## src/rtl/uhr_pkg.sv

```systemverilog
// Package: uhr_pkg
// Shared constants for the UART host register block: the register index
// map, line status bit positions and the receive trigger-level decode.
// Assumes an 8-bit host bus and a 3-bit register index.
package uhr_pkg;

    localparam int BYTE_W = 8;
    localparam int IDX_W  = 3;

    // Register indexes; the host software depends on these values.
    localparam logic [IDX_W-1:0] IDX_DATA = 3'd0;  // rx/tx data or divisor low
    localparam logic [IDX_W-1:0] IDX_IEN  = 3'd1;  // interrupt enable or divisor high
    localparam logic [IDX_W-1:0] IDX_FCTL = 3'd2;  // FIFO control, write only
    localparam logic [IDX_W-1:0] IDX_LCTL = 3'd3;  // line control
    localparam logic [IDX_W-1:0] IDX_LSTS = 5'd5;  // line status, read only

    // Line status bit positions.
    localparam int STS_READY   = 0;
    localparam int STS_OVERRUN = 1;
    localparam int STS_TXEMPTY = 5;

    // Map the two-bit trigger code to a byte count.
    function automatic int trig_bytes(input logic [1:0] code);
        case (code)
            2'b00:   return 1;
            2'b01:   return 4;
            2'b10:   return 8;
            default: return 14;
        endcase
    endfunction

endpackage

```

## src/rtl/uhr_fifo.sv

```systemverilog
// Module: uhr_fifo
// Circular byte queue with a run-time capacity limit. A push is taken only
// while the count is below `limit`; a pop only while the count is nonzero.
// `clr` empties the queue and overrides push and pop in that cycle.
// Assumes limit <= DEPTH. The head entry is presented combinationally.
module uhr_fifo #(
    parameter int DEPTH = 16,
    parameter int WIDTH = 8,
    localparam int CW   = $clog2(DEPTH + 1),
    localparam int PW   = (DEPTH > 1) ? $clog2(DEPTH) : 1
) (
    input  logic             clk,
    input  logic             rst_n,
    input  logic             clr,
    input  logic             push,
    input  logic             pop,
    input  logic [CW-1:0]    limit,
    input  logic [WIDTH-1:0] din,
    output logic [WIDTH-1:0] dout,
    output logic [CW-1:0]    count
);

    logic [WIDTH-1:0] mem [DEPTH];
    logic [PW-1:0]    wr_ptr, rd_ptr, wr_nxt, rd_nxt;
    logic             push_ok, pop_ok;

    assign push_ok = push && (count < limit);
    assign pop_ok  = pop && (count != '0);
    assign dout    = mem[rd_ptr];

    // Pointer advance: natural wrap for power-of-two depths, compare otherwise.
    generate
        if ((DEPTH & (DEPTH - 1)) == 0) begin : g_wrap_pow2
            assign wr_nxt = wr_ptr + 1'b1;
            assign rd_nxt = rd_ptr + 1'b1;
        end else begin : g_wrap_cmp
            assign wr_nxt = (wr_ptr == PW'(DEPTH - 1)) ? '0 : wr_ptr + 1'b1;
            assign rd_nxt = (rd_ptr == PW'(DEPTH - 1)) ? '0 : rd_ptr + 1'b1;
        end
    endgenerate

    // Storage write; the array carries no reset.
    always_ff @(posedge clk) begin
        if (push_ok && !clr) begin
            mem[wr_ptr] <= din;
        end
    end

    // Pointer and occupancy bookkeeping.
    always_ff @(posedge clk) begin
        if (!rst_n || clr) begin
            wr_ptr <= '0;
            rd_ptr <= '0;
            count  <= '0;
        end else begin
            if (push_ok) wr_ptr <= wr_nxt;
            if (pop_ok)  rd_ptr <= rd_nxt;
            case ({push_ok, pop_ok})
                2'b10:   count <= count + CW'(1);
                2'b01:   count <= count - CW'(1);
                default: count <= count;
            endcase
        end
    end

    // occupancy never exceeds the programmed capacity.
    a_r5_within_limit: assert property (@(posedge clk) disable iff (!rst_n)
        count <= limit);

    // a push that meets a full queue leaves the count unchanged.
    a_r5_full_drops: assert property (@(posedge clk) disable iff (!rst_n)
        (push && !pop && !clr && count >= limit) |=> $stable(count));

    // popping an empty queue keeps it empty.
    a_r10_empty_pop: assert property (@(posedge clk) disable iff (!rst_n)
        (pop && !push && !clr && count == '0) |=> (count == '0));

endmodule

```

## src/rtl/uhr_rx_trigger.sv

```systemverilog
// Module: uhr_rx_trigger
// Receive interrupt decision. The level comes from the trigger code when
// the FIFOs are enabled and is one byte when they are not. The request is
// combinational from the count, so it follows every push and pop directly.
module uhr_rx_trigger #(
    parameter int CW = 5
) (
    input  logic          clk,
    input  logic          rst_n,
    input  logic          fifo_on,
    input  logic [1:0]    trig_code,
    input  logic          irq_en,
    input  logic [CW-1:0] rx_count,
    output logic          irq
);
    import uhr_pkg::*;

    int level;

    // Pick the active threshold for the current mode.
    always_comb begin
        level = fifo_on ? trig_bytes(trig_code) : 1;
    end

    // Raise the request at or above the threshold when enabled.
    always_comb begin
        irq = irq_en && (int'(rx_count) >= level);
    end

    // in one-byte mode any waiting byte meets the threshold.
    a_r7_single_level: assert property (@(posedge clk) disable iff (!rst_n)
        (!fifo_on && irq_en && rx_count != '0) |-> irq);

    // no request while the receive side is empty.
    a_r8_empty_quiet: assert property (@(posedge clk) disable iff (!rst_n)
        (rx_count == '0) |-> !irq);

endmodule

```

## src/rtl/uart_host_regs.sv

```systemverilog
// Module: uart_host_regs
// Host register file for one UART channel: bus decode, divisor latches
// behind the line-control access bit, FIFO control, line status with
// sticky overrun, and the receive threshold interrupt. Assumes one-cycle
// host accesses (cs_n plus one strobe low) and synchronous engine strobes.
module uart_host_regs #(
    parameter int DEPTH = 16
) (
    input  logic        clk,
    input  logic        rst_n,
    input  logic        cs_n,
    input  logic        rd_n,
    input  logic        wr_n,
    input  logic [2:0]  addr,
    input  logic [7:0]  wdata,
    output logic [7:0]  rdata,
    output logic        rx_irq,
    input  logic        rx_push_valid,
    input  logic [7:0]  rx_push_data,
    input  logic        tx_pop,
    output logic        tx_avail,
    output logic [7:0]  tx_data,
    output logic [15:0] divisor,
    output logic [6:0]  line_cfg
);
    import uhr_pkg::*;

    localparam int CW = $clog2(DEPTH + 1);
    localparam logic [CW-1:0] CAP_DEEP = CW'(DEPTH);
    localparam logic [CW-1:0] CAP_ONE  = CW'(1);

    logic [BYTE_W-1:0] lctl_q, dl_lo_q, dl_hi_q, last_rx_q;
    logic [3:0]        ien_q;
    logic              fifo_on_q, ovr_q;
    logic [1:0]        trig_q;

    logic              rd_acc, wr_acc, dlab;
    logic              data_wr, data_rd, sts_rd, fctl_wr, mode_flip;
    logic              rx_clr, tx_clr, rx_full, rx_pop_ok;
    logic [CW-1:0]     cap, rx_count, tx_count;
    logic [BYTE_W-1:0] rx_head, sts_val;

    // Bus access qualification and index decode.
    always_comb begin
        rd_acc    = !cs_n && !rd_n;
        wr_acc    = !cs_n && !wr_n;
        dlab      = lctl_q[7];
        data_wr   = wr_acc && (addr == IDX_DATA) && !dlab;
        data_rd   = rd_acc && (addr == IDX_DATA) && !dlab;
        sts_rd    = rd_acc && (addr == IDX_LSTS);
        fctl_wr   = wr_acc && (addr == IDX_FCTL);
        mode_flip = fctl_wr && (wdata[0] != fifo_on_q);
        rx_clr    = fctl_wr && (wdata[1] || mode_flip);
        tx_clr    = fctl_wr && (wdata[2] || mode_flip);
    end

    // Capacity and flow status derived from the FIFO mode.
    always_comb begin
        cap       = fifo_on_q ? CAP_DEEP : CAP_ONE;
        rx_full   = rx_count >= cap;
        rx_pop_ok = data_rd && (rx_count != '0);
    end

    uhr_fifo #(.DEPTH(DEPTH), .WIDTH(BYTE_W)) i_rx_fifo (
        .clk   (clk),
        .rst_n (rst_n),
        .clr   (rx_clr),
        .push  (rx_push_valid),
        .pop   (data_rd),
        .limit (cap),
        .din   (rx_push_data),
        .dout  (rx_head),
        .count (rx_count)
    );

    uhr_fifo #(.DEPTH(DEPTH), .WIDTH(BYTE_W)) i_tx_fifo (
        .clk   (clk),
        .rst_n (rst_n),
        .clr   (tx_clr),
        .push  (data_wr),
        .pop   (tx_pop),
        .limit (cap),
        .din   (wdata),
        .dout  (tx_data),
        .count (tx_count)
    );

    uhr_rx_trigger #(.CW(CW)) i_rx_trigger (
        .clk       (clk),
        .rst_n     (rst_n),
        .fifo_on   (fifo_on_q),
        .trig_code (trig_q),
        .irq_en    (ien_q[0]),
        .rx_count  (rx_count),
        .irq       (rx_irq)
    );

    // Host-written control registers.
    always_ff @(posedge clk) begin
        if (!rst_n) begin
            lctl_q    <= '0;
            ien_q     <= '0;
            dl_lo_q   <= '0;
            dl_hi_q   <= '0;
            fifo_on_q <= 1'b0;
            trig_q    <= 2'b00;
        end else if (wr_acc) begin
            case (addr)
                IDX_DATA: if (dlab) dl_lo_q <= wdata;
                IDX_IEN:  if (dlab) dl_hi_q <= wdata; else ien_q <= wdata[3:0];
                IDX_FCTL: begin
                    fifo_on_q <= wdata[0];
                    trig_q    <= wdata[7:6];
                end
                IDX_LCTL: lctl_q <= wdata;
                default:  ;
            endcase
        end
    end

    // Sticky overrun flag: set by a dropped push, cleared by a status read.
    always_ff @(posedge clk) begin
        if (!rst_n) begin
            ovr_q <= 1'b0;
        end else if (rx_push_valid && rx_full && !rx_clr) begin
            ovr_q <= 1'b1;
        end else if (sts_rd) begin
            ovr_q <= 1'b0;
        end
    end

    // Hold the last byte removed so empty reads repeat it.
    always_ff @(posedge clk) begin
        if (!rst_n) begin
            last_rx_q <= '0;
        end else if (rx_pop_ok) begin
            last_rx_q <= rx_head;
        end
    end

    // Line status composition.
    always_comb begin
        sts_val              = '0;
        sts_val[STS_READY]   = (rx_count != '0);
        sts_val[STS_OVERRUN] = ovr_q;
        sts_val[STS_TXEMPTY] = (tx_count == '0);
    end

    // Read-data multiplexer.
    always_comb begin
        case (addr)
            IDX_DATA: rdata = dlab ? dl_lo_q
                                   : ((rx_count != '0) ? rx_head : last_rx_q);
            IDX_IEN:  rdata = dlab ? dl_hi_q : {4'b0000, ien_q};
            IDX_LCTL: rdata = lctl_q;
            IDX_LSTS: rdata = sts_val;
            default:  rdata = '0;
        endcase
    end

    // Engine-facing outputs.
    always_comb begin
        tx_avail = (tx_count != '0);
        divisor  = {dl_hi_q, dl_lo_q};
        line_cfg = lctl_q[6:0];
    end

    // a push that meets a full receive FIFO raises the overrun flag.
    a_r9_overrun_set: assert property (@(posedge clk) disable iff (!rst_n)
        (rx_push_valid && rx_full && !rx_clr) |=> ovr_q);

    // a divisor-low write never queues a transmit byte.
    a_r2_dlab_no_push: assert property (@(posedge clk) disable iff (!rst_n)
        (wr_acc && addr == IDX_DATA && dlab && !tx_pop) |=> $stable(tx_count));

    // an empty data read keeps the repeated byte.
    a_r10_hold_last: assert property (@(posedge clk) disable iff (!rst_n)
        (data_rd && rx_count == '0) |=> $stable(last_rx_q));

    // a pending request implies received data is waiting.
    a_r8_irq_has_data: assert property (@(posedge clk) disable iff (!rst_n)
        rx_irq |-> (rx_count != '0));

    // a receive-clear write leaves the receive FIFO empty.
    a_r6_rx_cleared: assert property (@(posedge clk) disable iff (!rst_n)
        rx_clr |=> (rx_count == '0));

endmodule

```

## config.mk

```make
export PLATFORM = sky130hd
export DESIGN_NAME = uart_host_regs
export DESIGN_NICKNAME = d
export VERILOG_FILES = /design/src/rtl/uhr_pkg.sv /design/src/rtl/uhr_fifo.sv /design/src/rtl/uhr_rx_trigger.sv /design/src/rtl/uart_host_regs.sv
export SDC_FILE = /design/constraint.sdc
export NUM_CORES = 1
export LEC_CHECK = 0
export ABC_AREA = 1
export BUFFER_PORTS_ARGS = -buffer_cell sky130_fd_sc_hd__buf_2
export CAP_MARGIN = 25
export CORE_MARGIN = 3
export CORE_UTILIZATION = 35
export DETAILED_ROUTE_END_ITERATION = 12
export HOLD_SLACK_MARGIN = 0.08
export MAX_ROUTING_LAYER = met4
export SLEW_MARGIN = 20
export SYNTH_ARGS = -nofsm -noshare
export SYNTH_HDL_FRONTEND = slang
export SYNTH_SLANG_ARGS = --single-unit
```

## constraint.sdc

```tcl
create_clock -name clk -period 3.3 [get_ports clk]
set_input_delay 0.165 -clock clk [delete_from_list [all_inputs] [get_ports clk]]
set_output_delay 0.165 -clock clk [all_outputs]
set_load 0.01 [all_outputs]
```

==> run metrics <==
status complete, no violations; # rows 73; max-cap viol count 0; Most used DFF post-synth edfxtp_1; leakage power 6.54 nW; Comb pwr share 17.8%; setup tns final 0 ps; initial drt markers 737; Switching Share 28.0%; WL met1 16100 um; antenna-violating nets left 0; Initial Util 35.9%; Yosys cell types 45; FMAX 356 MHz; top post-synthesis cells by area edfxtp_1 (53%), dfxtp_1 (10%), nand2_1 (6.9%), inv_1 (4.3%), nand3_1 (3.7%); fill count 3946; Synth top area share 53.0%; number of clock sinks 330; R2R cell count 14; #FFs+latches synth 330; fin. max-slew vios 0; count of flip-flops with a built-in enable after synthesis 256; net load switching power 0.00295 W; clock power share 36.8%; post-synthesis sequential area ratio 63.2%; worst clock skew 27.3 ps; worst slew pin tran 803 ps; CP Capture Type register; endpoints failing setup 0; drt pass-1 iters 5; vias in the first global route 9817; Final GP Congestion 0.862; total gr overflow 0; R2R Setup Slk 490 ps; Avg Synthesized Cell Area 10.3 um2; hold path endpoint i_rx_fifo.mem[2][4]$_DFFE_PP_; CTS H-Tree Depth 2; routed length per instance 17.4 um; TritonCTS clock tree done; Worst R2R End i_rx_fifo.count[4]$_SDFFE_PP0P_; # port buffers 66; final worst-path cycle share 85.1%; CTS buffer count 35; Internal 0.00760 W; dpl cells 1961; Cells after Synth 1415; min-delay worst type primary input to register; DR vias 10.0k; Reg2Reg Launch Point i_rx_fifo.count[1]$_SDFFE_PP0P_; DRC Markers 0; Pwr Density 637 mW/mm2; cell area after synthesis 0.0145 mm2; hold depth 1; critical path startpoint category register; DIE AREA 0.0439 mm2; I/O pin count 67; global-route usage over all layers 16.4%; Yosys warning total 0; pin count of the biggest net entering global routing 68; WL met2 16400 um; Seq pwr share 45.4%; Clock Pin Slew Worst Setup and Hold Paths 60 ps; CP Max Fanout 15; root buffer selected by CTS clkbuf_16; DR vias/cell 4.93; RSZ-0062 raised after global routing false; met3 wire len 2010 um; initial antenna violation count 1; relative slew slack 46.3%; pre-CTS setup slack 506 ps; DRT Wirelength 35400 um; Final Power 0.0105 W; Post-CTS Resized 0; Crit Path Category register to register; area delta synth->final 14.2%; syn nets 1468; cell taking the most area after synthesis edfxtp_1; async set-or-reset flop fraction in the synthesized netlist 0%; Peak VDD IR 0.436 mV; DIE WIDTH 210 um; Hold Startpoint rx_push_data[4]; Layout Cells excl Fill 2031; CP required 3740 ps; layout cell share with drive strength beyond 1 12.3%; highest routing layer actually used met4; CTS max path bufs 3; postcts setup bufs 0; Final Net Count 1532; min cycle time layout 2810 ps; first-pass GRT wire length 55200 um; core footprint 0.0404 mm2; HPWL after DPL 23500 um; setup slack after layout 492 ps; CP arrival 3250 ps; final-report hold violation count 0; Die Y-Extent 210 um; clk_lat worst skew 540 ps
-- critical path, stage by stage, from the launching register on --
cell     delay, ps
dfxtp_1        350
nor2_1         110
nand2_1        120
nor3_4         320
inv_4          120
nand2_4        200
inv_2          170
ha_1           310
ha_1           360
a21oi_1        170
nor2_1          60
nor2_1         120
xor2_1         150
nand2_1         60
a21oi_1        110
-- stage by stage --
step / hold WS, ps / cell area (um2) / util [%]
after floorplan: 264 / 14500 / -
after global placement: 460 / 15300 / 37.9
after detailed placement: 475 / 15300 / 38.0
after CTS: 83.7 / 16600 / 41.0
after global routing: 89.5 / 16600 / 41.0
final: 97.6 / 16600 / 41.0
-- repair_timing --
| item | CTS | global route |
|---|---|---|
| hold endpoints to repair | 37 | 0 |
| hold buffers | 6 | 0 |
| endpoints found under the setup margin | 0 | 0 |
-- cell usage after synthesis (16+ instances only) --
master / instances
o211ai_1: 36
a21oi_1: 80
o21ai_0: 75
inv_2: 23
edfxtp_1: 256
clkbuf_1: 26
dfxtp_1: 74
inv_1: 168
ha_1: 25
nor2_1: 134
buf_2: 24
nand2_1: 268
o21ai_1: 16
nand3_1: 106
mux2i_1: 32
-- final cells by class --
cell class,instances,area (um2),area share [%]
diodes,1,2.50,0.0151
repair buffers,90,558,3.37
clock inverters,10,92.6,0.559
flip-flops and latches,330,9170,55.4
clock buffers,53,1060,6.39
multi-input cells,830,4290,25.9
inverters,192,723,4.37
well taps,525,657,3.97
-- per-layer routing --
layer	GRT usage [%]	vias up
li1	-	4883
met1	21.8	4806
met2	26.0	264
met3	3.23	56
met4	4.46	0
met5	-	-
-- flip-flops by register name, summed over array words and instances, names as in the netlist, named ones only --
name	cells
i_rx_fifo.mem	128
i_tx_fifo.mem	128
dl_hi_q	8
dl_lo_q	8
last_rx_q	8
lctl_q	8
i_rx_fifo.count	5
i_tx_fifo.count	5
i_rx_fifo.rd_ptr	4
i_rx_fifo.wr_ptr	4
i_tx_fifo.rd_ptr	4
i_tx_fifo.wr_ptr	4
ien_q	4
trig_q	2
fifo_on_q	1
ovr_q	1
-- cell families after synthesis --
logic type	Yosys count	synth area share (%)
buffers and inverters	255	7.19
AND/OR/NAND/NOR	534	15.5
AO/OA/AOI/OAI	226	8.83
flip-flops	330	63.2
multiplexers	32	2.21
adder cells (fa/ha/maj)	27	2.43
XOR/XNOR	11	0.664
-- cells in the final DEF (no fill, tap or decap), drive strengths merged, types with 2 or more instances in the layout --
cell type | netlist | final
nor3 | 6 | 6
nand2 | 270 | 270
or2 | 2 | 2
a211oi | 2 | 2
fa | 2 | 2
o21ai | 97 | 97
nor2 | 144 | 144
ha | 25 | 25
xor2 | 7 | 7
o211ai | 36 | 36
edfxtp | 256 | 256
a21oi | 81 | 81
xnor2 | 4 | 4
clkinv | 0 | 7
nand3 | 107 | 107
nand4 | 2 | 2
a22o | 2 | 2
inv | 192 | 194
mux2i | 32 | 32
clkbuf | 26 | 53
buf | 37 | 84
dlygate4sd3 | 0 | 6
dfxtp | 74 | 74
a221oi | 2 | 2
a21o | 2 | 2
o21a | 2 | 2
-- worst max-delay path by stage --
stage	startpoint	depth (start not counted)	slack, ps	end
floorplan	fifo_on_q$_SDFFE_PN0P_	12	890	i_tx_fifo.count[4]$_SDFFE_PP0P_
global placement	i_rx_fifo.count[1]$_SDFFE_PP0P_	14	580	i_rx_fifo.count[4]$_SDFFE_PP0P_
detailed placement	i_rx_fifo.count[1]$_SDFFE_PP0P_	14	510	i_rx_fifo.count[4]$_SDFFE_PP0P_
CTS	register	11	480	rdata[7]
global route	i_rx_fifo.count[1]$_SDFFE_PP0P_	14	200	i_rx_fifo.count[4]$_SDFFE_PP0P_
finish	i_rx_fifo.count[1]$_SDFFE_PP0P_	14	490	i_rx_fifo.count[4]$_SDFFE_PP0P_
-- power groups by stage --
stage / clock network (W) / logic (W) / registers (W)
after global placement: 0 / 0.00181 / 0.00487
final: 0.00388 / 0.00188 / 0.00479
after CTS: 0.00397 / 0.00189 / 0.00479
after floorplan: 0 / 0.00135 / 0.00478
after global routing: 0.00414 / 0.00210 / 0.00481
after detailed placement: 0 / 0.00186 / 0.00488
Note: power is estimated with default switching activity, not from simulation.
